### src/rtl/acc_alu_pkg.sv
package acc_alu_pkg;
  typedef enum logic [4:0] {
    OP_ADD  = 5'd0,  OP_ADDC = 5'd1,  OP_SUBB = 5'd2,  OP_INC  = 5'd3,
    OP_DEC  = 5'd4,  OP_AND  = 5'd5,  OP_OR   = 5'd6,  OP_XOR  = 5'd7,
    OP_CPL  = 5'd8,  OP_RL   = 5'd9,  OP_RLC  = 5'd10, OP_RR   = 5'd11,
    OP_RRC  = 5'd12, OP_SWAP = 5'd13, OP_DA   = 5'd14, OP_MUL  = 5'd15,
    OP_DIV  = 5'd16
  } op_e;

  typedef struct packed {
    logic cy;
    logic ac;
    logic ov;
  } flg_t;
endpackage

### src/rtl/acc_alu_arith.sv
module acc_alu_arith
  import acc_alu_pkg::*;
#(
  parameter int unsigned DW = 8
) (
  input  op_e           op_i,
  input  logic [DW-1:0] a_i,
  input  logic [DW-1:0] opnd_i,
  input  flg_t          flg_i,
  output logic [DW-1:0] res_o,
  output flg_t          flg_o
);
  localparam int unsigned NW = DW / 2;
  localparam logic [NW-1:0] NIB_MAX = NW'(9);
  localparam logic [DW-1:0] ONE     = DW'(1);
  localparam logic [DW:0]   LO_FIX  = (DW+1)'(6);
  localparam logic [DW-1:0] HI_FIX  = DW'(6) << NW;

  logic          add_cin;
  logic [DW:0]   add_s, sub_s, da_s1;
  logic [DW-1:0] da_s2;
  logic          da_hi;

  always_comb begin
    add_cin = (op_i == OP_ADDC) & flg_i.cy;
    add_s   = {1'b0, a_i} + {1'b0, opnd_i} + {{DW{1'b0}}, add_cin};
    sub_s   = {1'b0, a_i} - {1'b0, opnd_i} - {{DW{1'b0}}, flg_i.cy};
    // decimal adjust, low then high correction
    da_s1   = {1'b0, a_i};
    if (a_i[NW-1:0] > NIB_MAX || flg_i.ac) da_s1 = {1'b0, a_i} + LO_FIX;
    da_hi   = (da_s1[DW-1:NW] > NIB_MAX) || flg_i.cy || da_s1[DW];
    da_s2   = da_hi ? da_s1[DW-1:0] + HI_FIX : da_s1[DW-1:0];

    res_o = a_i;
    flg_o = flg_i;
    case (op_i)
      OP_ADD, OP_ADDC: begin
        res_o    = add_s[DW-1:0];
        flg_o.cy = add_s[DW];
        flg_o.ac = a_i[NW] ^ opnd_i[NW] ^ add_s[NW];
        flg_o.ov = (a_i[DW-1] == opnd_i[DW-1]) && (add_s[DW-1] != a_i[DW-1]);
      end
      OP_SUBB: begin
        res_o    = sub_s[DW-1:0];
        flg_o.cy = sub_s[DW];
        flg_o.ac = a_i[NW] ^ opnd_i[NW] ^ sub_s[NW];
        flg_o.ov = (a_i[DW-1] != opnd_i[DW-1]) && (sub_s[DW-1] != a_i[DW-1]);
      end
      OP_INC: res_o = a_i + ONE;
      OP_DEC: res_o = a_i - ONE;
      OP_DA: begin
        res_o = da_s2;
        if (da_hi) flg_o.cy = 1'b1;
      end
      default: ;
    endcase
  end
endmodule

### src/rtl/acc_alu_logic.sv
module acc_alu_logic
  import acc_alu_pkg::*;
#(
  parameter int unsigned DW = 8
) (
  input  op_e           op_i,
  input  logic [DW-1:0] a_i,
  input  logic [DW-1:0] opnd_i,
  input  logic          cy_i,
  output logic [DW-1:0] res_o,
  output logic          cy_o
);
  localparam int unsigned NW = DW / 2;

  always_comb begin
    res_o = a_i;
    cy_o  = cy_i;
    case (op_i)
      OP_AND:  res_o = a_i & opnd_i;
      OP_OR:   res_o = a_i | opnd_i;
      OP_XOR:  res_o = a_i ^ opnd_i;
      OP_CPL:  res_o = ~a_i;
      OP_RL:   res_o = {a_i[DW-2:0], a_i[DW-1]};
      OP_RR:   res_o = {a_i[0], a_i[DW-1:1]};
      OP_RLC: begin
        res_o = {a_i[DW-2:0], cy_i};
        cy_o  = a_i[DW-1];
      end
      OP_RRC: begin
        res_o = {cy_i, a_i[DW-1:1]};
        cy_o  = a_i[0];
      end
      OP_SWAP: res_o = {a_i[NW-1:0], a_i[DW-1:NW]};
      default: ;
    endcase
  end
endmodule

### src/rtl/acc_alu_muldiv.sv
module acc_alu_muldiv
  import acc_alu_pkg::*;
#(
  parameter int unsigned DW = 8
) (
  input  op_e           op_i,
  input  logic [DW-1:0] a_i,
  input  logic [DW-1:0] b_i,
  input  flg_t          flg_i,
  output logic [DW-1:0] a_o,
  output logic [DW-1:0] b_o,
  output flg_t          flg_o
);
  localparam int unsigned PW = 2 * DW;

  logic [PW-1:0] prod;
  logic          b_zero;
  logic [DW-1:0] div_den;

  always_comb begin
    prod    = {{DW{1'b0}}, a_i} * {{DW{1'b0}}, b_i};
    b_zero  = (b_i == '0);
    div_den = b_zero ? DW'(1) : b_i;   // keep the divider defined on zero
    a_o     = a_i;
    b_o     = b_i;
    flg_o   = flg_i;
    case (op_i)
      OP_MUL: begin
        a_o      = prod[DW-1:0];
        b_o      = prod[PW-1:DW];
        flg_o.cy = 1'b0;
        flg_o.ov = |prod[PW-1:DW];
      end
      OP_DIV: begin
        flg_o.cy = 1'b0;
        flg_o.ov = b_zero;
        if (!b_zero) begin
          a_o = a_i / div_den;
          b_o = a_i % div_den;
        end
      end
      default: ;
    endcase
  end
endmodule

### src/rtl/acc_alu.sv
module acc_alu
  import acc_alu_pkg::*;
#(
  parameter int unsigned DW = 8
) (
  input  logic          clk_i,
  input  logic          rst_ni,
  input  logic          strobe_i,
  input  logic [4:0]    op_i,
  input  logic [DW-1:0] acc_i,
  input  logic [DW-1:0] b_i,
  input  logic [DW-1:0] opnd_i,
  input  logic          cy_i,
  input  logic          ac_i,
  input  logic          ov_i,
  output logic [DW-1:0] acc_o,
  output logic [DW-1:0] b_o,
  output logic          cy_o,
  output logic          ac_o,
  output logic          ov_o,
  output logic          p_o
);
  op_e           op;
  flg_t          flg_in, ar_flg, md_flg, nxt_flg;
  logic [DW-1:0] ar_res, lg_res, md_a, md_b, nxt_a, nxt_b;
  logic          lg_cy;

  assign op     = op_e'(op_i);
  assign flg_in = '{cy: cy_i, ac: ac_i, ov: ov_i};

  acc_alu_arith #(.DW(DW)) u_arith (
    .op_i(op), .a_i(acc_i), .opnd_i(opnd_i), .flg_i(flg_in),
    .res_o(ar_res), .flg_o(ar_flg)
  );

  acc_alu_logic #(.DW(DW)) u_logic (
    .op_i(op), .a_i(acc_i), .opnd_i(opnd_i), .cy_i(cy_i),
    .res_o(lg_res), .cy_o(lg_cy)
  );

  acc_alu_muldiv #(.DW(DW)) u_muldiv (
    .op_i(op), .a_i(acc_i), .b_i(b_i), .flg_i(flg_in),
    .a_o(md_a), .b_o(md_b), .flg_o(md_flg)
  );

  always_comb begin
    nxt_a   = acc_i;
    nxt_b   = b_i;
    nxt_flg = flg_in;
    case (op)
      OP_ADD, OP_ADDC, OP_SUBB, OP_INC, OP_DEC, OP_DA: begin
        nxt_a   = ar_res;
        nxt_flg = ar_flg;
      end
      OP_AND, OP_OR, OP_XOR, OP_CPL, OP_RL, OP_RLC, OP_RR, OP_RRC, OP_SWAP: begin
        nxt_a      = lg_res;
        nxt_flg.cy = lg_cy;
      end
      OP_MUL, OP_DIV: begin
        nxt_a   = md_a;
        nxt_b   = md_b;
        nxt_flg = md_flg;
      end
      default: ;
    endcase
  end

  always_ff @(posedge clk_i or negedge rst_ni) begin
    if (!rst_ni) begin
      acc_o <= '0;
      b_o   <= '0;
      cy_o  <= 1'b0;
      ac_o  <= 1'b0;
      ov_o  <= 1'b0;
      p_o   <= 1'b0;
    end else if (strobe_i) begin
      acc_o <= nxt_a;
      b_o   <= nxt_b;
      cy_o  <= nxt_flg.cy;
      ac_o  <= nxt_flg.ac;
      ov_o  <= nxt_flg.ov;
      p_o   <= ^nxt_a;
    end
  end
endmodule

### config.mk
export PLATFORM = sky130hd
export DESIGN_NAME = acc_alu
export DESIGN_NICKNAME = d
export VERILOG_FILES = /design/src/rtl/acc_alu_pkg.sv /design/src/rtl/acc_alu_arith.sv /design/src/rtl/acc_alu_logic.sv /design/src/rtl/acc_alu_muldiv.sv /design/src/rtl/acc_alu.sv
export SDC_FILE = /design/constraint.sdc
export NUM_CORES = 1
export LEC_CHECK = 0
export BUFFER_PORTS_ARGS = -buffer_cell sky130_fd_sc_hd__buf_2
export CORE_MARGIN = 4
export CORE_UTILIZATION = 40
export DETAILED_ROUTE_END_ITERATION = 10
export HOLD_SLACK_MARGIN = 0.05
export PLACE_DENSITY = 0.65
export SYNTH_ARGS = -nofsm -noshare
export SYNTH_HDL_FRONTEND = slang
export SYNTH_SLANG_ARGS = --single-unit
export TNS_END_PERCENT = 30
### constraint.sdc
create_clock -name clk_i -period 0.8 [get_ports clk_i]
set_clock_uncertainty 0.2 [all_clocks]
set_input_delay 0.12 -clock clk_i [delete_from_list [all_inputs] [get_ports clk_i]]
set_output_delay 0.12 -clock clk_i [all_outputs]
set_load 0.05 [all_outputs]
==> metrics.txt, run 1 <==
via count=~9000; highest net fanout along the worst path=7; Crit. End Element=flop; critical path class=in2reg; CP max stage delay=around 340 ps; mapped cell area=between 7000 and 8000 um^2; Synth Warn #=0; TritonCTS clock tree=built; Final setup violation count=40; worst hold stages=4; first-pass GRT wire length=between 40000 and 50000 um; Post-synth EDFFs=0; HP Class=in2reg; failing checks=negative setup slack; Placer Congestion=roughly 1.0; part of the power in registers=slightly below 8%; DR WL/cell=20.1 um; HPWL after DPL=roughly 21000 um; PD cells=about 1500 nW/um^2; Worst Tran Pin Value=approximately 840 ps; Die H=around 140 um; CP required=730 ps; Post-route DRC=0; IO Count=55; Clock power frac=between 5 and 6%; final hold viol count=0; max_cap viols=0; core area=~17000 um^2; Primary FF master, synth=dfrtp_1; switching pwr=~7800 uW; clk root buf=clkbuf_16; drt pass-1 iters=6; Total GRT Usage=between 20 and 30%; WL final=slightly above 30000 um; Worst Path Buf+Inv=6; status=complete, but fails checks; DR iter-0 viols=997; PortBufs=54; P_int=approximately 8900 uW; largest net degree at the start of global routing=28; share of cells above drive strength 1=~41%; fill count=between 1000 and 1500; most frequent cells in the layout=buf_4 (295), nor2_1 (114), ha_1 (89); minimum clock period=a little under 10000 ps; Logic pwr share=between 80% and 90%; H-tree depth=1; worst-skew pair later-pin latency=between 200 and 300 ps; critical path data arrival time=between 9000 and 10000 ps; Leak=roughly 0.0053 uW; sw frac=46.8%; total grt overflow=0; initial core utilization=roughly 41%; Area Overhead vs Synth=56.9%; Num CTS Buffers=3; vias in the first global route=approximately 8700; R2R cell count=1; fmax=0.101 GHz; slowest CP cell=mux2_4; cell count after synthesis=between 900 and 1000; Clock Tree Buf Depth=2; VDD IR max=between 2 and 2.5 mV; slack of the critical path=-9120 ps; asr flop ratio synth=100%; startpoint types=primary input; Routed Antenna Nets=0; Max-slew headroom=a little over two fifths; drt via density=approximately 5.9; Netlist cell types=76; Sink Count=20; CTS clk-pin slew, worst paths=50 ps; area post-placement=roughly 9700 um^2; post-synthesis sequential area ratio=between 7 and 8%; RSZ-0062 raised after global routing=yes; # rows=48; number of antenna violations at the first check in global routing=1; Worst path depth=53; Mean Syn Cell Area=about 7.6 um^2; Synth Register Bits=20; Slew Viols, Final=0; dpl ws=-9210 ps; period utilization=1240%; Mapped Nets=around 1100; commonest non-fill, non-tap cell in the layout=buf_4; die width=about 140 um; NumNets Final=about 1500; Top delay family on crit path=compound AO/OA/AOI/OAI gates; die footprint=19800 um^2; design area=11100 um^2
[per-stage QoR]
stage | power [uW] | TNS, ps | utilization (%) | instances | hold WS (ps)
floorplan | 8310 | -125480 | - | 930 | -376
global placement | 12700 | -132290 | 56.3 | 1444 | -144
detailed placement | 12900 | -135020 | 56.3 | 1444 | -137
CTS | 15100 | -132430 | 61.5 | 1489 | 90.2
global route | 17800 | -143210 | 63.9 | 1504 | 172
finish | 16800 | -136830 | 63.9 | 1504 | 108
[logic make-up (layout without fill, tap and decap cells)]
logic type               after synthesis  count (layout)  synth area share, %
AND/OR/NAND/NOR                      297             297                 20.0
AO/OA/AOI/OAI                        250             250                 23.4
adder cells (fa/ha/maj)              147             147                 30.6
buffers and inverters                131             479                 7.10
XOR/XNOR                              63              63                 8.33
multiplexers                          22              22                 3.50
flip-flops                            20              20                 7.10
other                                  0               1                    0
[layer usage]
metal	vias to the layer above	routed length [um]	GRT usage, %
li1	4019	-	-
met1	4170	11800	38.7
met2	535	13500	45.5
met3	158	3150	3.60
met4	0	1870	7.29
met5	-	0	0
[synthesized netlist by cell type, drive strengths merged (16+ instances only)]
cell type / count / area (um^2)
a21oi: 61 / 305
nand2: 61 / 229
o21ai: 58 / 290
nor2: 125 / 469
ha: 105 / 1310
a21o: 16 / 120
fa: 42 / 841
mux2: 18 / 206
xnor2: 37 / 332
dfrtp: 20 / 500
inv: 81 / 304
clkbuf: 32 / 120
xor2: 24 / 210
nor3: 25 / 130
[path summary, 6_finish.rpt]
| path | from | to | slack (ps) |
|---|---|---|---|
| worst max-delay path | b_i[7] | p_o | -9120 |
| worst min-delay path | strobe_i | b_o[4] | 110 |
| worst max register to register | p_o | p_o | -180 |
| worst min register to register | acc_o[7] | acc_o[7] | 320 |
| max in group asynchronous | rst_ni | p_o | 150 |
| min in group asynchronous | rst_ni | b_o[7] | 130 |
[power groups by stage]
stage               combinational (uW)  clock [uW]  sequential, uW
finish                           14500         984            1300
floorplan                         6470           0            1830
detailed placement               11600           0            1280
global placement                 11400           0            1280
global route                     15500        1030            1320
CTS                              12800         991            1300
[timing repair]
action,4_1_cts,5_1_grt
setup buffers,44,34
pin swaps,56,42
endpoints found under the setup margin,40,40
hold buffers,1,0
hold endpoints to repair,20,0
resized for setup,119,84
[flip-flops by register name, summed over array words and instances, names as in the netlist]
name,flops
acc_o,8
b_o,8
ac_o,1
cy_o,1
ov_o,1
p_o,1
[final cells by class]
cell class,count,area [um^2],share of cell area [%]
clock buffers,3,75.1,0.679
well taps,225,282,2.55
flip-flops and latches,20,500,4.53
multi-input cells,779,6800,61.5
diodes,1,2.50,0.0226
repair buffers,384,3040,27.5
inverters,92,353,3.19
(Power assumes the default switching activity.)
==> run 2: changes to the inputs <==
SETUP_SLACK_MARGIN = 0.5   (was default)
==> run 2 against run 1 <==
Net effect:
- the run ends with negative hold slack, negative setup slack left
- sequential power is essentially flat
- hold slack worse by 510 ps
- routed wire length fell by 1.2%
- critical path depth increased by 2
- combinational power about the same
- sequential share of layout area about the same
- global-route usage rose by 0.30 points
- register-to-register slack about the same
- core utilization is 0.41 points lower
- non-clock buffer count up 1
==> metrics.txt, run 2 (synthesized netlist as in run 1, its figures left out) <==
number of antenna violations at the first check in global routing=1; die footprint=19800 um^2; RSZ-0062 raised after global routing=yes; HPWL after DPL=21400 um; Worst Tran Pin Value=591 ps; Clock Tree Buf Depth=2; max_cap viols=0; commonest non-fill, non-tap cell in the layout=buf_4; Sink Count=20; Max-slew headroom=about three fifths; core area=roughly 17000 um^2; CP max stage delay=around 360 ps; period utilization=1250%; VDD IR max=between 1.5 and 2 mV; Power, Total=roughly 17000 uW; Total GRT Usage=28.1%; # rows=48; startpoint types=primary input; final hold viol count=20; Die H=around 140 um; Final Hold Slack=-403 ps; PortBufs=54; failing checks=negative hold slack, negative setup slack; Crit. End Element=flop; CTS clk-pin slew, worst paths=around 50 ps; critical path data arrival time=~9900 ps; first-pass GRT wire length=about 45000 um; slowest CP cell=or3_1; worst-skew pair later-pin latency=between 200 and 250 ps; critical path class=in2reg; most frequent cells in the layout=buf_4 (296), nor2_1 (115), ha_1 (90); via count=about 8800; Post-route DRC=0; Routed Antenna Nets=0; Num CTS Buffers=3; design area=roughly 11000 um^2; H-tree depth=1; drt pass-1 iters=7; FF-to-FF End=p_o; Top Registers=acc_o x8, b_o x8; Final setup violation count=40; clk root buf=clkbuf_16; IO Count=55; share of cells above drive strength 1=approximately two fifths; Area Overhead vs Synth=55.9%; total grt overflow=0; Leak=0.00529 uW; vias in the first global route=8654; WL final=29900 um; NumNets Final=about 1500; TritonCTS clock tree=built; slack of the critical path=-9180 ps; fmax=~0.1 GHz; reg2reg setup slack=-180 ps; R2R cell count=1; area post-placement=9750 um^2; drt via density=between 5 and 6; HP Class=in2async; Slew Viols, Final=0; DR WL/cell=slightly below 20 um; largest net degree at the start of global routing=28; reg2reg start=p_o; minimum clock period=9980 ps; initial core utilization=between 40% and 50%; status=complete, but fails checks; PD cells=between 1500 and 2000 nW/um^2; highest net fanout along the worst path=7; CP required=730 ps; most used cell, CP=a21oi_4; fill count=around 1400; DR iter-0 viols=869; die width=~140 um; Placer Congestion=about 1
run 2: cell count changes in the layout (fill, tap and decap cells not counted), sizes merged:
cell / delta
buf: +2
clkinvlp: -1
dlygate4sd3: -1
clkinv: +1
run 2: per-layer routing:
metal  global-route usage [%]  up-vias  wire (um)
li1                         -     4017          -
met1                     38.8     4132      12100
met2                     46.2      505      13400
met3                     3.83      141       2740
met4                     7.50        0       1640
met5                        0        -          0
run 2: layout make-up:
| type | count | area, um^2 | area share, % |
|---|---|---|---|
| Multi-Input combinational cell | 779 | 6740 | 61.3 |
| Sequential cell | 20 | 500 | 4.56 |
| Inverter | 92 | 349 | 3.18 |
| Antenna cell | 1 | 2.50 | 0.0228 |
| Clock buffer | 3 | 75.1 | 0.683 |
| Tap cell | 225 | 282 | 2.56 |
| Timing Repair Buffer | 385 | 3040 | 27.7 |
run 2: power breakdown:
group | switching (uW) | internal [uW] | leakage, uW
Combinational | 7420 | 7080 | 0.00502
Clock | 319 | 657 | 0.0000370
Sequential | 128 | 1180 | 0.000229
Total | 7870 | 8910 | 0.00529
run 2: worst max path at each step:
stage / start / to / slack [ps]
after floorplan: b_i[1] / p_o / -8960
after global placement: b_i[4] / p_o / -8970
after detailed placement: b_i[4] / p_o / -9210
after CTS: b_i[7] / p_o / -8780
after global routing: b_i[5] / p_o / -9570
final: b_i[5] / p_o / -9180
run 2: what timing repair did:
action / 4_1_cts / 5_1_grt
resized for setup: 118 / 57
pin swaps: 56 / 52
setup buffers: 42 / 15
endpoints found under the setup margin: 40 / 40
hold endpoints to repair: 20 / 20
run 2: worst max-delay path: cells and delay by family:
family,cells,cell delay [ps]
XOR/XNOR,4,910
multiplexers,1,270
AND/OR/NAND/NOR,14,1820
adder cells (fa/ha/maj),7,1870
buffers and inverters,8,1050
AO/OA/AOI/OAI,21,3860
run 2: metrics by stage:
| step | cells | setup TNS (ps) | worst slack (ps) | util (%) |
|---|---|---|---|---|
| after floorplan | 930 | -125480 | -8960 | - |
| after global placement | 1444 | -132290 | -8970 | 56.3 |
| after detailed placement | 1444 | -135020 | -9210 | 56.3 |
| after CTS | 1489 | -132560 | -8780 | 61.4 |
| after global routing | 1505 | -143710 | -9570 | 63.5 |
| final | 1505 | -137420 | -9180 | 63.5 |
==> run 3: changes to the inputs <==
SETUP_SLACK_MARGIN = 0.2   (was 0.5)
SYNTH_HIERARCHICAL = 1   (was default)
==> run 3 against run 2 <==
Net effect:
- the flow still finishes with violations (negative hold slack, negative setup slack)
- global-route usage shrank 3.6 points
- fmax shrank 2.9%
- largest cell class unchanged
- first-iteration DRC count shrank 18%
- register-to-register slack is essentially flat
- non-clock buffer count grew 2
- synthesized cell count grew 17%
- via count grew 9.2%
==> metrics.txt, run 3 <==
status=complete, but fails checks; failing checks=negative hold slack, negative setup slack; reg2reg start=acc_o[6]; dpl cells=about 1700; reg2reg setup slack=-180 ps; startpoint types=primary input; Synth Warn #=6; Post-synth top cells=ha_1 (114), inv_1 (112), nor2_1 (89); Mean Syn Cell Area=7.74 um^2; number of antenna violations at the first check in global routing=3; asr flop ratio synth=100%; Die H=between 150 and 200 um; critical path data arrival time=about 10000 ps; Post-synth EDFFs=0; largest net degree at the start of global routing=50; total grt overflow=0; Multi-input gate area=about 7800 um^2; Worst Path Buf+Inv=5; die width=about 150 um; CP required=about 780 ps; HPWL after DPL=between 20000 and 25000 um; Synth top area share=between 10% and 20%; Total GRT Usage=24.5%; Slew Viols, Final=0; IO Count=55; Final Hold Slack=-412 ps; PortBufs=54; NumNets Final=roughly 1600; max_cap viols=0; dominant cells by area after synthesis=ha_1 (17%), fa_1 (10%), dfrtp_1 (5.9%), inv_1 (5.0%), a21oi_1 (4.2%); register area=around 500 um^2; fill count=1816; TritonCTS clock tree=built; period utilization=1290%; most frequent cells in the layout=buf_4 (316), inv_1 (112), ha_1 (99); Routed Antenna Nets=0; via count=between 9000 and 10000; CP max stage delay=400 ps; Crit. End Element=flop; Clock Tree Buf Depth=2; Max-slew headroom=between 60 and 70%; Worst path depth=50; slack of the critical path=-9480 ps; Power, Total=17200 uW; slowest CP cell=o311a_4; Synth Register Bits=20; VDD IR max=between 1 and 1.5 mV; Finished Core Util=59.6%; Sink Count=20; met1 WL=12200 um; fmax=0.0973 GHz; mapped cell area=approximately 8400 um^2; commonest non-fill, non-tap cell in the layout=buf_4; CTS clk-pin slew, worst paths=approximately 60 ps; critical path class=in2reg; core area=slightly above 20000 um^2; Num CTS Buffers=3; Top delay family on crit path=compound AO/OA/AOI/OAI gates; highest net fanout along the worst path=5; FF-to-FF End=acc_o[6]; Final Non-Filler Cells=between 1500 and 2000; die footprint=around 23000 um^2; Yosys top cell by area=ha_1; Placer Congestion=0.952; Worst Tran Pin Value=about 540 ps; HP Class=in2async; CP Launch Point=b_i[4]; minimum clock period=just over 10000 ps; post-synthesis sequential area ratio=under 10%; setup TNS=-143160 ps; metal2 WL=~15000 um; Area Overhead vs Synth=45.1%; cell count after synthesis=approximately 1100; Top Registers=acc_o x8, b_o x8; Final setup violation count=40; clk root buf=clkbuf_16; drt via density=~5.7; Mapped Nets=around 1300; Antenna Cells=0; final hold viol count=20; initial core utilization=approximately 40%; Post-route DRC=0; WL final=around 30000 um; DR WL/cell=17.8 um; DR top layer=met5; most used cell, CP=ha_4; Primary FF master, synth=dfrtp_1; drt pass-1 iters=6; DR iter-0 viols=between 700 and 800; vias in the first global route=between 9000 and 10000; end point of the critical path=p_o; worst-skew pair later-pin latency=~250 ps; RSZ-0062 raised after global routing=yes; Met3 Routed Length=between 1500 and 2000 um; share of cells above drive strength 1=between 30% and 40%; PD cells=1410 nW/um^2; first-pass GRT wire length=between 40000 and 50000 um; Netlist cell types=101; # rows=52; R2R cell count=1; H-tree depth=1; count leader, synth=ha_1; Leak=0.00586 uW
==> run 3: per-stage QoR <==
| step | setup slack (ps) | cell area (um^2) |
|---|---|---|
| after floorplan | -9470 | 8630 |
| after global placement | -9570 | 11300 |
| after detailed placement | -9950 | 11300 |
| after CTS | -9270 | 11900 |
| after global routing | -9900 | 12200 |
| final | -9480 | 12200 |
==> run 3: area by class of cell <==
class / instances / area share (%)
well taps: 270 / 2.76
flip-flops and latches: 20 / 4.10
multi-input cells: 901 / 63.8
clock inverters: 1 / 0.246
clock buffers: 3 / 0.614
repair buffers: 387 / 24.9
inverters: 115 / 3.56
==> run 3: what timing repair did <==
| action | 4_1_cts | 5_1_grt |
|---|---|---|
| setup buffers | 17 | 11 |
| gates cloned | 0 | 0 |
| pin swaps | 26 | 36 |
| gates resized for setup | 98 | 52 |
| endpoints found under the hold margin | 23 | 20 |
| setup endpoints to repair | 40 | 40 |
==> run 3: where the power goes <==
| part | switching, uW | internal (uW) | leakage [uW] |
|---|---|---|---|
| sequential | 130 | 1170 | 0.000228 |
| combinational | 7120 | 7440 | 0.00558 |
| clock | 392 | 993 | 0.0000511 |
==> run 3: worst min-delay path by stage <==
stage / slack [ps] / endpoint
after global placement: -140 / acc_o[7]
after floorplan: -380 / ac_o
after global routing: -410 / acc_o[3]
final: -410 / b_o[4]
after CTS: -410 / acc_o[6]
after detailed placement: -140 / acc_o[4]
==> run 3: layer usage <==
layer / track usage [%] / up-vias
li1: - / 4604
met1: 30.8 / 4556
met2: 42.6 / 346
met3: 2.83 / 91
met4: 10.0 / 4
met5: 0 / -
==> run 3: cells by family (layout without fill, tap and decap cells) <==
group,count (synthesis),in the layout,synth area share [%]
multiplexers,39,39,4.94
AND/OR/NAND/NOR,338,338,21.4
buffers and inverters,167,506,8.38
adder cells (fa/ha/maj),156,156,26.9
XOR/XNOR,51,51,5.79
AO/OA/AOI/OAI,317,317,26.7
flip-flops,20,20,5.94
